[src/rtl/txring_pkg.sv]
package txring_pkg;

   typedef enum logic [2:0] {
      ST_IDLE,
      ST_FA0,
      ST_FA1,
      ST_FA2,
      ST_XFER,
      ST_WB,
      ST_HALT
   } walk_st_e;

   // control word layout (word 2 of a descriptor)
   localparam int LEN_W     = 12;
   localparam int CODE_W    = 4;
   localparam int FLG_LSB   = 20;
   localparam int FLG_ISOCH = 0;
   localparam int FLG_DONE  = 1;
   localparam int FLG_POST  = 2;
   localparam int FLG_IRQ   = 3;
   localparam int WORDS_PER_DESC = 4;
   localparam int CTL_WORD  = 2;

   typedef struct packed {
      logic [11:0] flags;
      logic [3:0]  sof;
      logic [3:0]  eof;
      logic [11:0] len;
   } ctl_word_t;

endpackage

[src/rtl/txring_ctl_decode.sv]
module txring_ctl_decode
   import txring_pkg::*;
(
   input  logic [31:0]        ctl_in,
   output logic [LEN_W-1:0]   len,
   output logic [CODE_W-1:0]  sof,
   output logic [CODE_W-1:0]  eof,
   output logic               irq_req,
   output logic [31:0]        ctl_done
);
   ctl_word_t c;
   ctl_word_t c_done;

   always_comb begin
      c              = ctl_word_t'(ctl_in);
      len            = c.len;
      sof            = c.sof;
      eof            = c.eof;
      irq_req        = c.flags[FLG_IRQ];
      c_done         = c;
      c_done.flags[FLG_DONE] = 1'b1;
      ctl_done       = 32'(c_done);
   end
endmodule

[src/rtl/txring_addr_gen.sv]
module txring_addr_gen #(
   parameter int AW = 16,
   parameter int IW = 11
) (
   input  logic [AW-1:0] base,
   input  logic [IW-1:0] index,
   input  logic [1:0]    word_sel,
   output logic [AW-1:0] addr
);
   localparam int SLOT_W = IW + 2;

   logic [SLOT_W-1:0] slot_off;

   always_comb begin
      slot_off = {index, word_sel};
      addr     = base + AW'(slot_off);
   end
endmodule

[src/rtl/txring_tail_ctr.sv]
module txring_tail_ctr #(
   parameter int IW        = 11,
   parameter bit POW2_WRAP = 1'b0
) (
   input  logic          clk,
   input  logic          rst_n,
   input  logic          inc,
   input  logic [IW-1:0] count,
   output logic [IW-1:0] tail
);
   logic [IW-1:0] tail_nxt;

   generate
      if (POW2_WRAP) begin : g_pow2
         logic [IW-1:0] count_unused;
         assign count_unused = count;
         assign tail_nxt     = tail + IW'(1);
      end else begin : g_count
         assign tail_nxt = (tail == count - IW'(1)) ? '0 : tail + IW'(1);

         assert_wrap_R6: assert property (@(posedge clk) disable iff (!rst_n)
            (inc && (tail == count - IW'(1))) |=> (tail == '0));
      end
   endgenerate

   always_ff @(posedge clk) begin
      if (!rst_n)   tail <= '0;
      else if (inc) tail <= tail_nxt;
   end

   assert_step_R6: assert property (@(posedge clk) disable iff (!rst_n)
      !inc |=> $stable(tail));
endmodule

[src/rtl/txring_walker.sv]
module txring_walker
   import txring_pkg::*;
#(
   parameter int AW        = 16,
   parameter int IW        = 11,
   parameter bit POW2_WRAP = 1'b0
) (
   input  logic              clk,
   input  logic              rst_n,
   input  logic              opt_run,
   input  logic [AW-1:0]     ring_base,
   input  logic [IW-1:0]     ring_count,
   input  logic [IW-1:0]     sw_head,
   output logic [IW-1:0]     hw_tail,
   output logic              mem_rd_en,
   output logic              mem_wr_en,
   output logic [AW-1:0]     mem_addr,
   output logic [31:0]       mem_wdata,
   input  logic [31:0]       mem_rdata,
   output logic              xfer_req,
   output logic [63:0]       xfer_addr,
   output logic [LEN_W-1:0]  xfer_len,
   output logic [CODE_W-1:0] xfer_sof,
   output logic [CODE_W-1:0] xfer_eof,
   input  logic              xfer_done,
   output logic              notify,
   output logic              ring_err
);
   localparam int POST_BIT = FLG_LSB + FLG_POST;

   generate
      if (AW < IW + 2) begin : g_bad_aw
         $error("txring_walker: AW must cover IW plus two word-select bits");
      end
      if (IW < 1 || IW > 16) begin : g_bad_iw
         $error("txring_walker: IW out of supported range");
      end
   endgenerate

   walk_st_e    st_q, st_d;
   logic [31:0] addr_lo_q, addr_hi_q, ctl_q;
   logic        err_q;
   logic        start;
   logic        irq_req;
   logic        tail_inc;
   logic [1:0]  word_sel;
   logic [31:0] ctl_done;

   assign start    = (st_q == ST_IDLE) && opt_run && !err_q && (hw_tail != sw_head);
   assign tail_inc = (st_q == ST_WB);

   always_comb begin
      st_d = st_q;
      unique case (st_q)
         ST_IDLE: if (start) st_d = ST_FA0;
         ST_FA0:  st_d = ST_FA1;
         ST_FA1:  st_d = ST_FA2;
         ST_FA2:  st_d = mem_rdata[POST_BIT] ? ST_XFER : ST_HALT;
         ST_XFER: if (xfer_done) st_d = ST_WB;
         ST_WB:   st_d = ST_IDLE;
         ST_HALT: st_d = ST_HALT;
         default: st_d = ST_IDLE;
      endcase
   end

   always_comb begin
      unique case (st_q)
         ST_FA0:  word_sel = 2'd1;
         ST_FA1:  word_sel = 2'(CTL_WORD);
         ST_WB:   word_sel = 2'(CTL_WORD);
         default: word_sel = 2'd0;
      endcase
   end

   always_ff @(posedge clk) begin
      if (!rst_n) begin
         st_q      <= ST_IDLE;
         addr_lo_q <= '0;
         addr_hi_q <= '0;
         ctl_q     <= '0;
         err_q     <= 1'b0;
      end else begin
         st_q <= st_d;
         if (st_q == ST_FA0) addr_lo_q <= mem_rdata;
         if (st_q == ST_FA1) addr_hi_q <= mem_rdata;
         if (st_q == ST_FA2) begin
            ctl_q <= mem_rdata;
            if (!mem_rdata[POST_BIT]) err_q <= 1'b1;
         end
      end
   end

   txring_tail_ctr #(.IW(IW), .POW2_WRAP(POW2_WRAP)) i_tail (
      .clk   (clk),
      .rst_n (rst_n),
      .inc   (tail_inc),
      .count (ring_count),
      .tail  (hw_tail)
   );

   txring_addr_gen #(.AW(AW), .IW(IW)) i_addr (
      .base     (ring_base),
      .index    (hw_tail),
      .word_sel (word_sel),
      .addr     (mem_addr)
   );

   txring_ctl_decode i_dec (
      .ctl_in   (ctl_q),
      .len      (xfer_len),
      .sof      (xfer_sof),
      .eof      (xfer_eof),
      .irq_req  (irq_req),
      .ctl_done (ctl_done)
   );

   assign mem_rd_en = start || (st_q == ST_FA0) || (st_q == ST_FA1);
   assign mem_wr_en = (st_q == ST_WB);
   assign mem_wdata = ctl_done;
   assign xfer_req  = (st_q == ST_XFER);
   assign xfer_addr = {addr_hi_q, addr_lo_q};
   assign notify    = (st_q == ST_WB) && irq_req;
   assign ring_err  = err_q;

   // checks
   assert_no_rdwr_R3: assert property (@(posedge clk) disable iff (!rst_n)
      !(mem_rd_en && mem_wr_en));

   assert_req_hold_R4: assert property (@(posedge clk) disable iff (!rst_n)
      (xfer_req && !xfer_done) |=> (xfer_req && $stable(xfer_addr) && $stable(xfer_len)));

   assert_wb_after_done_R5: assert property (@(posedge clk) disable iff (!rst_n)
      mem_wr_en |-> $past(xfer_req && xfer_done));

   assert_tail_on_wb_R5: assert property (@(posedge clk) disable iff (!rst_n)
      (hw_tail != $past(hw_tail)) |-> $past(mem_wr_en));

   assert_notify_wb_R7: assert property (@(posedge clk) disable iff (!rst_n)
      notify |-> mem_wr_en);

   assert_err_sticky_R8: assert property (@(posedge clk) disable iff (!rst_n)
      ring_err |=> (ring_err && !mem_rd_en && !xfer_req));
endmodule

[config.mk]
export PLATFORM = sky130hd
export DESIGN_NAME = txring_walker
export DESIGN_NICKNAME = d
export VERILOG_FILES = /design/src/rtl/txring_pkg.sv /design/src/rtl/txring_ctl_decode.sv /design/src/rtl/txring_addr_gen.sv /design/src/rtl/txring_tail_ctr.sv /design/src/rtl/txring_walker.sv
export SDC_FILE = /design/constraint.sdc
export NUM_CORES = 1
export LEC_CHECK = 0
export BUFFER_PORTS_ARGS = -buffer_cell sky130_fd_sc_hd__buf_4
export CAP_MARGIN = 0
export CORE_ASPECT_RATIO = 1.5
export CORE_UTILIZATION = 49
export CTS_CLUSTER_DIAMETER = 80
export CTS_CLUSTER_SIZE = 20
export DETAILED_ROUTE_END_ITERATION = 10
export GPL_ROUTABILITY_DRIVEN = 0
export PLACE_DENSITY = 0.81
export REMOVE_ABC_BUFFERS = 1
export SLEW_MARGIN = 20
export SYNTH_ARGS = -nofsm -noshare
export SYNTH_HDL_FRONTEND = slang
export SYNTH_SLANG_ARGS = --single-unit
[constraint.sdc]
create_clock -name clk -period 3.6 [get_ports clk]
set_input_delay 0.18 -clock clk [delete_from_list [all_inputs] [get_ports clk]]
set_output_delay 0.18 -clock clk [all_outputs]
set_load 0.01 [all_outputs]
# ---- Word level (Yosys, flattened, before mapping)
# Index checks and enable logic that the tools add are counted.
dict set report totals {
  reg_bits 111
  input_bits 74
  out_inout_bits 148
}
dict set report op_classes {
  bitwise_logic 1
  reduce_logical 11
  mux 6
  n_eq_ne 10
  n_addsub 3
}
# operator count
set ops {}
lappend ops {{$pmux 3 s6} 1}
lappend ops {{$add 16x13->16} 1}
lappend ops {{$add 11x1->11 const B} 1}
lappend ops {{$eq 11x11->1} 1}
lappend ops {{$mux 11} 1}
lappend ops {{$ne 11x11->1} 1}
lappend ops {{$sub 11x1->11 const B} 1}
lappend ops {{$eq 3x3->1 const B} 3}
lappend ops {{$eq 3x2->1 const B} 2}
lappend ops {{$mux 3} 2}
lappend ops {{$logic_and 1x1->1} 4}
lappend ops {{$pmux 2 s2} 1}
lappend ops {{$reduce_and 2->1} 2}
lappend ops {{$eq 3x1->1 const B} 1}
lappend ops {{$logic_not 3->1} 1}
lappend ops {{$logic_or 1x1->1} 2}
lappend ops {{$mux 2} 1}
lappend ops {{$ne 2x1->1 const B} 1}
lappend ops {{$ne 2x2->1 const B} 1}
lappend ops {{$reduce_or 2->1} 1}
lappend ops {{$logic_not 1->1} 1}
lappend ops {{$not 1->1} 1}

# ---- Logic depth before layout (Yosys ltp)
# Gate-level depths: netlist of the first run.
dict set report depth {
  word_depth 6
  ltp_mapped 14
  ltp_nobuf 11
}

# ---- Hierarchy
# A second synthesis of the first run with hierarchy kept.
dict set report unflattened {
  hier_cells 728
  area_unflattened_um2 5954.5
}
# module cells_each area_each_um2 seq_area_each_um2 n_inst
set modules_own_cells {}
lappend modules_own_cells {txring_walker 464 3920.0 2001.9 1}
lappend modules_own_cells {txring_tail_ctr 114 920.9 220.2 1}
lappend modules_own_cells {txring_addr_gen 96 711.9 0.0 1}
lappend modules_own_cells {txring_ctl_decode 54 401.6 0.0 1}

# ---- Least setup slack after synthesis of the first run
# OpenSTA, ideal clock, no wires.
dict set report synth_path {
  kind {register -> output}
  startpoint {reg st_q[2]}
  endpoint {out mem_addr[15]}
  arrival_time_ps 3066
  slack_ps 354
  path_stages_with_launch 14
  cell_sequence {dfxtp_1 clkbuf_1 or3b_2 clkbuf_1 inv_1 buf_1 ha_1 a21o_1 a21oi_1 o21ai_0 nand2_1 o311ai_0 nand3_1 xnor2_1}
}
dict set report synth_between {
  elab_chain_len 4
  elab_cells_between_ends 6
}
# item line
set synth_rtl {}
lappend synth_rtl {{start, declared} txring_walker.sv:40} ;# walk_st_e st_q, st_d;
lappend synth_rtl {{start signal, assigned} txring_walker.sv:83} ;# st_q <= st_d;
lappend synth_rtl {{$eq 3x3->1 or $eq 3x2->1 (tied branches)} txring_walker.sv:67} ;# unique case (st_q)
lappend synth_rtl {{$reduce_or 2->1 (no line)} -}
lappend synth_rtl {{$pmux 2 s2 (*)} txring_walker.sv:67}
lappend synth_rtl {{$add 16x13->16 (*)} txring_addr_gen.sv:16} ;# addr = base + AW'(slot_off);
lappend synth_rtl {{end, declared} txring_walker.sv:17} ;# output logic [AW-1:0] mem_addr,
# Every way passes the cells marked *; elsewhere a longest branch is shown, timed or not.

# ---- Worst setup path after layout of the first run
dict set report layout_path {
  startpoint {reg st_q[0]}
  endpoint {out mem_addr[13]}
}
# Same word-level chain as after synthesis.

==> results of run 1 <==
==> critical path: stages (launching register included) <==
cell	delay, ps
dfxtp_1	520
or3b_2	490
inv_1	90
ha_1	200
a21o_1	130
a21oi_1	100
o21ai_0	240
nand2_1	150
o311ai_1	430
xor2_1	380
buf_4	190
==> sequential cells by signal (all words and copies together) (netlist names) <==
| signal | flops |
|---|---|
| st_q | 3 |
| addr_lo_q | 32 |
| addr_hi_q | 32 |
| ctl_q | 31 |
| i_tail.tail | 11 |
| ring_err | 1 |
==> cells by family (layout without fill, tap and decap cells) <==
| logic type | count (synthesis) | count (layout) | share of synthesized area (%) |
|---|---|---|---|
| AOI/OAI and AO/OA | 150 | 150 | 19.99 |
| xor gates and xnor gates | 42 | 42 | 6.700 |
| adders and majority gates | 16 | 16 | 3.783 |
| buffers and inverters | 74 | 251 | 6.586 |
| DFF | 110 | 110 | 40.11 |
| muxes | 1 | 1 | 0.2051 |
| other | 1 | 1 | 0.06830 |
| and+or+nand+nor | 289 | 289 | 22.56 |
==> layout by cell type, fill, tap and decap left out, types with 2 or more instances in the layout <==
cell type and n:
buf_4 227, nand2_1 214, dfxtp_1 110, a21boi_0 99
xor2_1 24, nor2_1 20, xnor2_1 18, ha_1 15
a21oi_1 11, nand3_1 10, a21o_1 10, o21ai_0 10
clkbuf_16 9, inv_1 8, nor3_1 6, nor4_1 6
nand4_1 5, nor3b_1 4, o21a_1 3, o21bai_1 3
and3b_1 3, nand3b_1 3, nand2b_1 3, nor2b_1 3
or2_2 2, and2_1 2, or4_4 2, a31oi_1 2
clkinv_4 2, inv_6 2
==> path summary, 6_finish.rpt <==
kind / from / end / slack, ps / depth (start not counted)
max: st_q[0] / mem_addr[13] / 170 / 10
min: mem_rdata[10] / ctl_q[10] / 100 / 3
max reg2reg: i_tail.tail[6] / i_tail.tail[5] / 1300 / 7
min reg2reg: addr_hi_q[19] / addr_hi_q[19] / 470 / 2
==> final cells by class <==
type                    count  area share (%)
flip-flops and latches    110           29.95
repair buffers            227           23.18
multi-input cells         499           39.81
inverters                   8          0.4084
clock inverters             6           1.038
clock buffers              10           3.114
well taps                 147           2.502
==> what timing repair did <==
| item | in CTS | in global routing |
|---|---|---|
| hold endpoints to repair | 0 | 0 |
| resized for setup | 0 | 1 |
| endpoints found under the setup margin | 0 | 2 |
==> routing by layer <==
layer | track usage (%) | up-vias | wire, um
li1 | - | 2582 | -
met3 | 7.977 | 30 | 1316
met5 | 0 | - | 0
met1 | 29.70 | 2448 | 6023
met2 | 46.71 | 224 | 7996
met4 | 10.66 | 0 | 395
==> power by group through the flow <==
| stage | logic [mW] | clock network (mW) | registers (mW) |
|---|---|---|---|
| 6_report | 0.618 | 1.02 | 1.35 |
| 5_1_grt | 0.673 | 1.08 | 1.36 |
| 4_1_cts | 0.619 | 1.04 | 1.35 |
| 3_5_place_dp | 0.617 | 0 | 1.38 |
| 3_3_place_gp | 0.603 | 0 | 1.37 |
| 2_1_floorplan | 0.232 | 0 | 1.41 |
==> stage by stage <==
stage,total power [mW],hold WS [ps],area (um2),std cells
floorplan,1.639,297.5,5159,617
global placement,1.974,452.3,7047,991
detailed placement,1.993,459.0,7047,991
CTS,3.005,96.49,7352,1007
global route,3.113,98.45,7352,1007
finish,2.983,102.4,7352,1007
==> flow_metrics.env, run 1 <==
export IMPL_p_per_area_nw_per_um2=405.8
export IMPL_area_delta_synth_final_pct=33.91
export IMPL_fin_crit_ps=3430
export IMPL_internal_power_mw=2.133
export IMPL_yosys_warnings=0
export IMPL_insertion_delay_ps=350
export IMPL_track_usage_pct=26.83
export IMPL_drc=0
export IMPL_die_h_um=131.6
export IMPL_p_switching_mw=0.8497
export IMPL_grt_pass1_wl_mm=24.54
export IMPL_worst_pin_slew_ps=853.5
export IMPL_clock_sinks=110
export IMPL_fmax_ghz=0.2916
export IMPL_p_seq_share_pct=45.2
export IMPL_wl_per_cell_um=15.62
export IMPL_yosysTopAreaCell="dfxtp_1"
export IMPL_ys_flop_type="dfxtp_1"
export IMPL_drive_gt1_share_pct=29.30
export IMPL_syn_area_um2=5490
export IMPL_worstPathArrival_ps=3250
export IMPL_cts_root_buf="clkbuf_16"
export IMPL_ys_seq_area_share_pct=40.11
export IMPL_clock_power_share_pct=34.1
export IMPL_synth_seq_cells=110
export IMPL_yosysUniqueCellTypes=50
export IMPL_ir_worst_vdd_uv=307.7
export IMPL_syn_avg_cell_area_um2=8.038
export IMPL_setup_worst_path_start_class="register"
export IMPL_first_iter_violations=191
export IMPL_synth_commonest_cells="214 x nand2_1, 110 x dfxtp_1, 99 x a21boi_0"
export IMPL_fin_skew_ps=10.17
export IMPL_fillers=903
export IMPL_pin_count=222
export IMPL_combinationalPowerShare_pct=20.7
export IMPL_dp_slack_ps=547.5
export IMPL_min_path_type="in -> reg"
export IMPL_hold_viol=0
export IMPL_critPathCaptureType="output pin"
export IMPL_max_cap_violations=0
export IMPL_vias=5284
export IMPL_utilization_pct=66.86
export IMPL_setup_ws_ps=170.4
export IMPL_tritoncts="built"
export IMPL_post_cts_buffers=0
export IMPL_die_area_um2=11640
export IMPL_num_nets_final=945
export IMPL_rsz0062_at_grt="no"
export IMPL_routed_wirelength_mm=15.73
export IMPL_cts_path_max_buffers=2
export IMPL_cts_buffers=9
export IMPL_htree_num_levels=3
export IMPL_p_sw_share_pct=28.48
export IMPL_slew_viol_final=0
export IMPL_crit_type="reg -> out"
export IMPL_coreArea_um2=11000
export IMPL_final_period_utilization_pct=95.27
export IMPL_worst_ep_required_time_ps=3420
export IMPL_synth_edf_count=0
export IMPL_yosysMostFrequentCell="nand2_1"
export IMPL_via_per_inst=5.247
export IMPL_synth_top_area_share_pct=40.11
export IMPL_diodes=0
export IMPL_dpl_hpwl_mm=11.13
export IMPL_worstPathMaxFanout=12
export IMPL_synth_area_leaders="dfxtp_1 40%, nand2_1 15%, a21boi_0 14%"
export IMPL_gr_total_overflow=0
export IMPL_relSlewSlack_pct=43.10
export IMPL_start_util_pct=49.93
export IMPL_ant_nets=0
export IMPL_post_synth_inst_count=683
export IMPL_grt_pass1_vias=4996
export IMPL_clkTransAtPathRegs_ps=80
export IMPL_antenna_found_initial=0
export IMPL_multi_input_area_um2=2927
export IMPL_port_buffers=220
export IMPL_ctsHoldBuffers=0
export IMPL_setup_viol_count_final=0
export IMPL_ys_async_sr_fraction_pct=0
export IMPL_run_status="finished clean"
export IMPL_firstDrtPassIters=5
export IMPL_grt_max_degree=104
export IMPL_p_leak_nw=3.245
export IMPL_regArea_um2=2202
export IMPL_num_rows=47
export IMPL_setup_tns_ps=0
export IMPL_die_w_um=88.43
(Power assumes the default switching activity.)
==> inputs of run 2 (changes only) <==
- CORE_UTILIZATION: 49 -> 45
- PLACE_DENSITY: 0.81 -> 0.75
==> run 2 against run 1 <==
Die area grew 8.7%. Via count rose by 0.13%. Core utilization fell by 5.2 points. Non-clock buffer count grew 3. Cell count increased by 0.89%. Cell area grew 0.29%. Sequential power about the same. Global-route usage shrank 2.7 points.
==> flow_metrics.env, run 2 (same netlist as run 1, synthesis figures left out) <==
export IMPL_coreArea_um2=11960
export IMPL_min_path_type="in -> reg"
export IMPL_fillers=1039
export IMPL_die_h_um=137.3
export IMPL_setup_tns_ps=0
export IMPL_num_nets_final=948
export IMPL_worst_path_largest_cell_delay_ps=510
export IMPL_fin_crit_ps=3229
export IMPL_cts_path_max_buffers=2
export IMPL_ctsHoldBuffers=0
export IMPL_setup_viol_count_final=0
export IMPL_grt_pass1_vias=5081
export IMPL_fin_skew_ps=13.26
export IMPL_clock_sinks=110
export IMPL_regArea_um2=2202
export IMPL_diodes=0
export IMPL_dpl_hpwl_mm=11.51
export IMPL_gr_total_overflow=0
export IMPL_die_area_um2=12660
export IMPL_via_per_inst=5.208
export IMPL_insertion_delay_ps=340
export IMPL_rsz0062_at_grt="no"
export IMPL_mostFrequentLayoutCells="229 x buf_4, 214 x nand2_1, 110 x dfxtp_1"
export IMPL_cp_buffers_inverters=2
export IMPL_grt_max_degree=104
export IMPL_max_cap_violations=0
export IMPL_routed_wirelength_mm=15.88
export IMPL_wl_per_cell_um=15.63
export IMPL_start_util_pct=45.92
export IMPL_htree_num_levels=3
export IMPL_worst_ep_required_time_ps=3420
export IMPL_ir_worst_vdd_uv=349.8
export IMPL_cts_root_buf="clkbuf_16"
export IMPL_tritoncts="built"
export IMPL_worst_pin_slew_ps=852.1
export IMPL_area_delta_synth_final_pct=34.30
export IMPL_drive_gt1_share_pct=29.66
export IMPL_cts_buffers=9
export IMPL_ant_nets=0
export IMPL_p_leak_nw=3.255
export IMPL_clkTransAtPathRegs_ps=80
export IMPL_slew_viol_final=0
export IMPL_multi_input_area_um2=2927
export IMPL_worstPathArrival_ps=3050
export IMPL_reg_top3="addr_hi_q (32), addr_lo_q (32), ctl_q (31)"
export IMPL_critPathCaptureType="output pin"
export IMPL_num_rows=49
export IMPL_antenna_found_initial=0
export IMPL_fmax_ghz=0.3097
export IMPL_crit_type="reg -> out"
export IMPL_final_common_cell="buf_4"
export IMPL_crit_slowest_cell="dfxtp_1"
export IMPL_port_buffers=220
export IMPL_cts_resized=0
export IMPL_run_status="finished clean"
export IMPL_die_w_um=92.19
export IMPL_relSlewSlack_pct=43.20
export IMPL_vias=5291
export IMPL_first_iter_violations=210
export IMPL_firstDrtPassIters=4
export IMPL_post_cts_buffers=0
export IMPL_p_per_area_nw_per_um2=396.8
export IMPL_setup_worst_path_start_class="register"
export IMPL_cp_top_family="compound AO/OA/AOI/OAI gates"
export IMPL_final_period_utilization_pct=89.69
export IMPL_path_cells="or3b_2 > inv_1 > ha_1 > a21o_1 > a21oi_1 > o21ai_0 > nand2_1 > o311ai_1 > nand3_1 > xnor2_1 > buf_4"
export IMPL_track_usage_pct=24.16
export IMPL_hold_viol=0
export IMPL_worstPathMaxFanout=12
export IMPL_pin_count=222
export IMPL_grt_pass1_wl_mm=24.32
export IMPL_fin_worst_hold_slack_ps=105.3
export IMPL_drc=0
-- run 2: power by group --
part / switching [mW] / leakage [nW] / internal, mW / total, mW
registers: 0.0557 / 0.893 / 1.29 / 1.35
logic: 0.332 / 2.22 / 0.289 / 0.620
clock network: 0.458 / 0.141 / 0.499 / 0.956
-- run 2: worst paths after layout --
check                 startpoint        endpoint  slack [ps]  depth (start not counted)
setup / recovery         st_q[0]    mem_addr[15]         370                         11
hold reg to reg    addr_lo_q[15]   addr_lo_q[15]         470                          2
setup reg to reg  i_tail.tail[6]  i_tail.tail[3]        1270                          7
hold / removal      mem_rdata[6]    addr_hi_q[6]         110                          3
-- run 2: per-layer routing --
metal / global-route usage [%] / up-vias / share of wire (%)
li1: - / 2584 / -
met1: 26.22 / 2462 / 39
met2: 44.94 / 226 / 51
met3: 6.402 / 19 / 8.0
met4: 8.420 / 0 / 1.8
met5: 0 / - / 0
-- run 2: per-stage QoR --
stage          worst slack [ps]  std cells  cell area [um2]  power (mW)  utilization, %
2_1_floorplan             42.40        617             5159       1.639               -
3_3_place_gp              673.5        999             7069       1.979           59.13
3_5_place_dp              597.0       1000             7084       1.999           59.26
4_1_cts                   217.9       1016             7373       2.945           61.67
5_1_grt                   95.87       1016             7373       3.057           61.67
6_report                  371.2       1016             7373       2.926           61.67
-- run 2: final cells by class --
type | count | share of cell area [%]
Multi-Input combinational cell | 499 | 39.69
Clock buffer | 10 | 3.241
Clock inverter | 6 | 0.6788
Timing Repair Buffer | 230 | 23.52
Inverter | 8 | 0.4073
Tap cell | 153 | 2.596
Sequential cell | 110 | 29.87
-- run 2: tightest hold or removal path, cell delays in order --
cell      delay (ps)
buf_4            120
nand2_1           40
a21boi_0          60
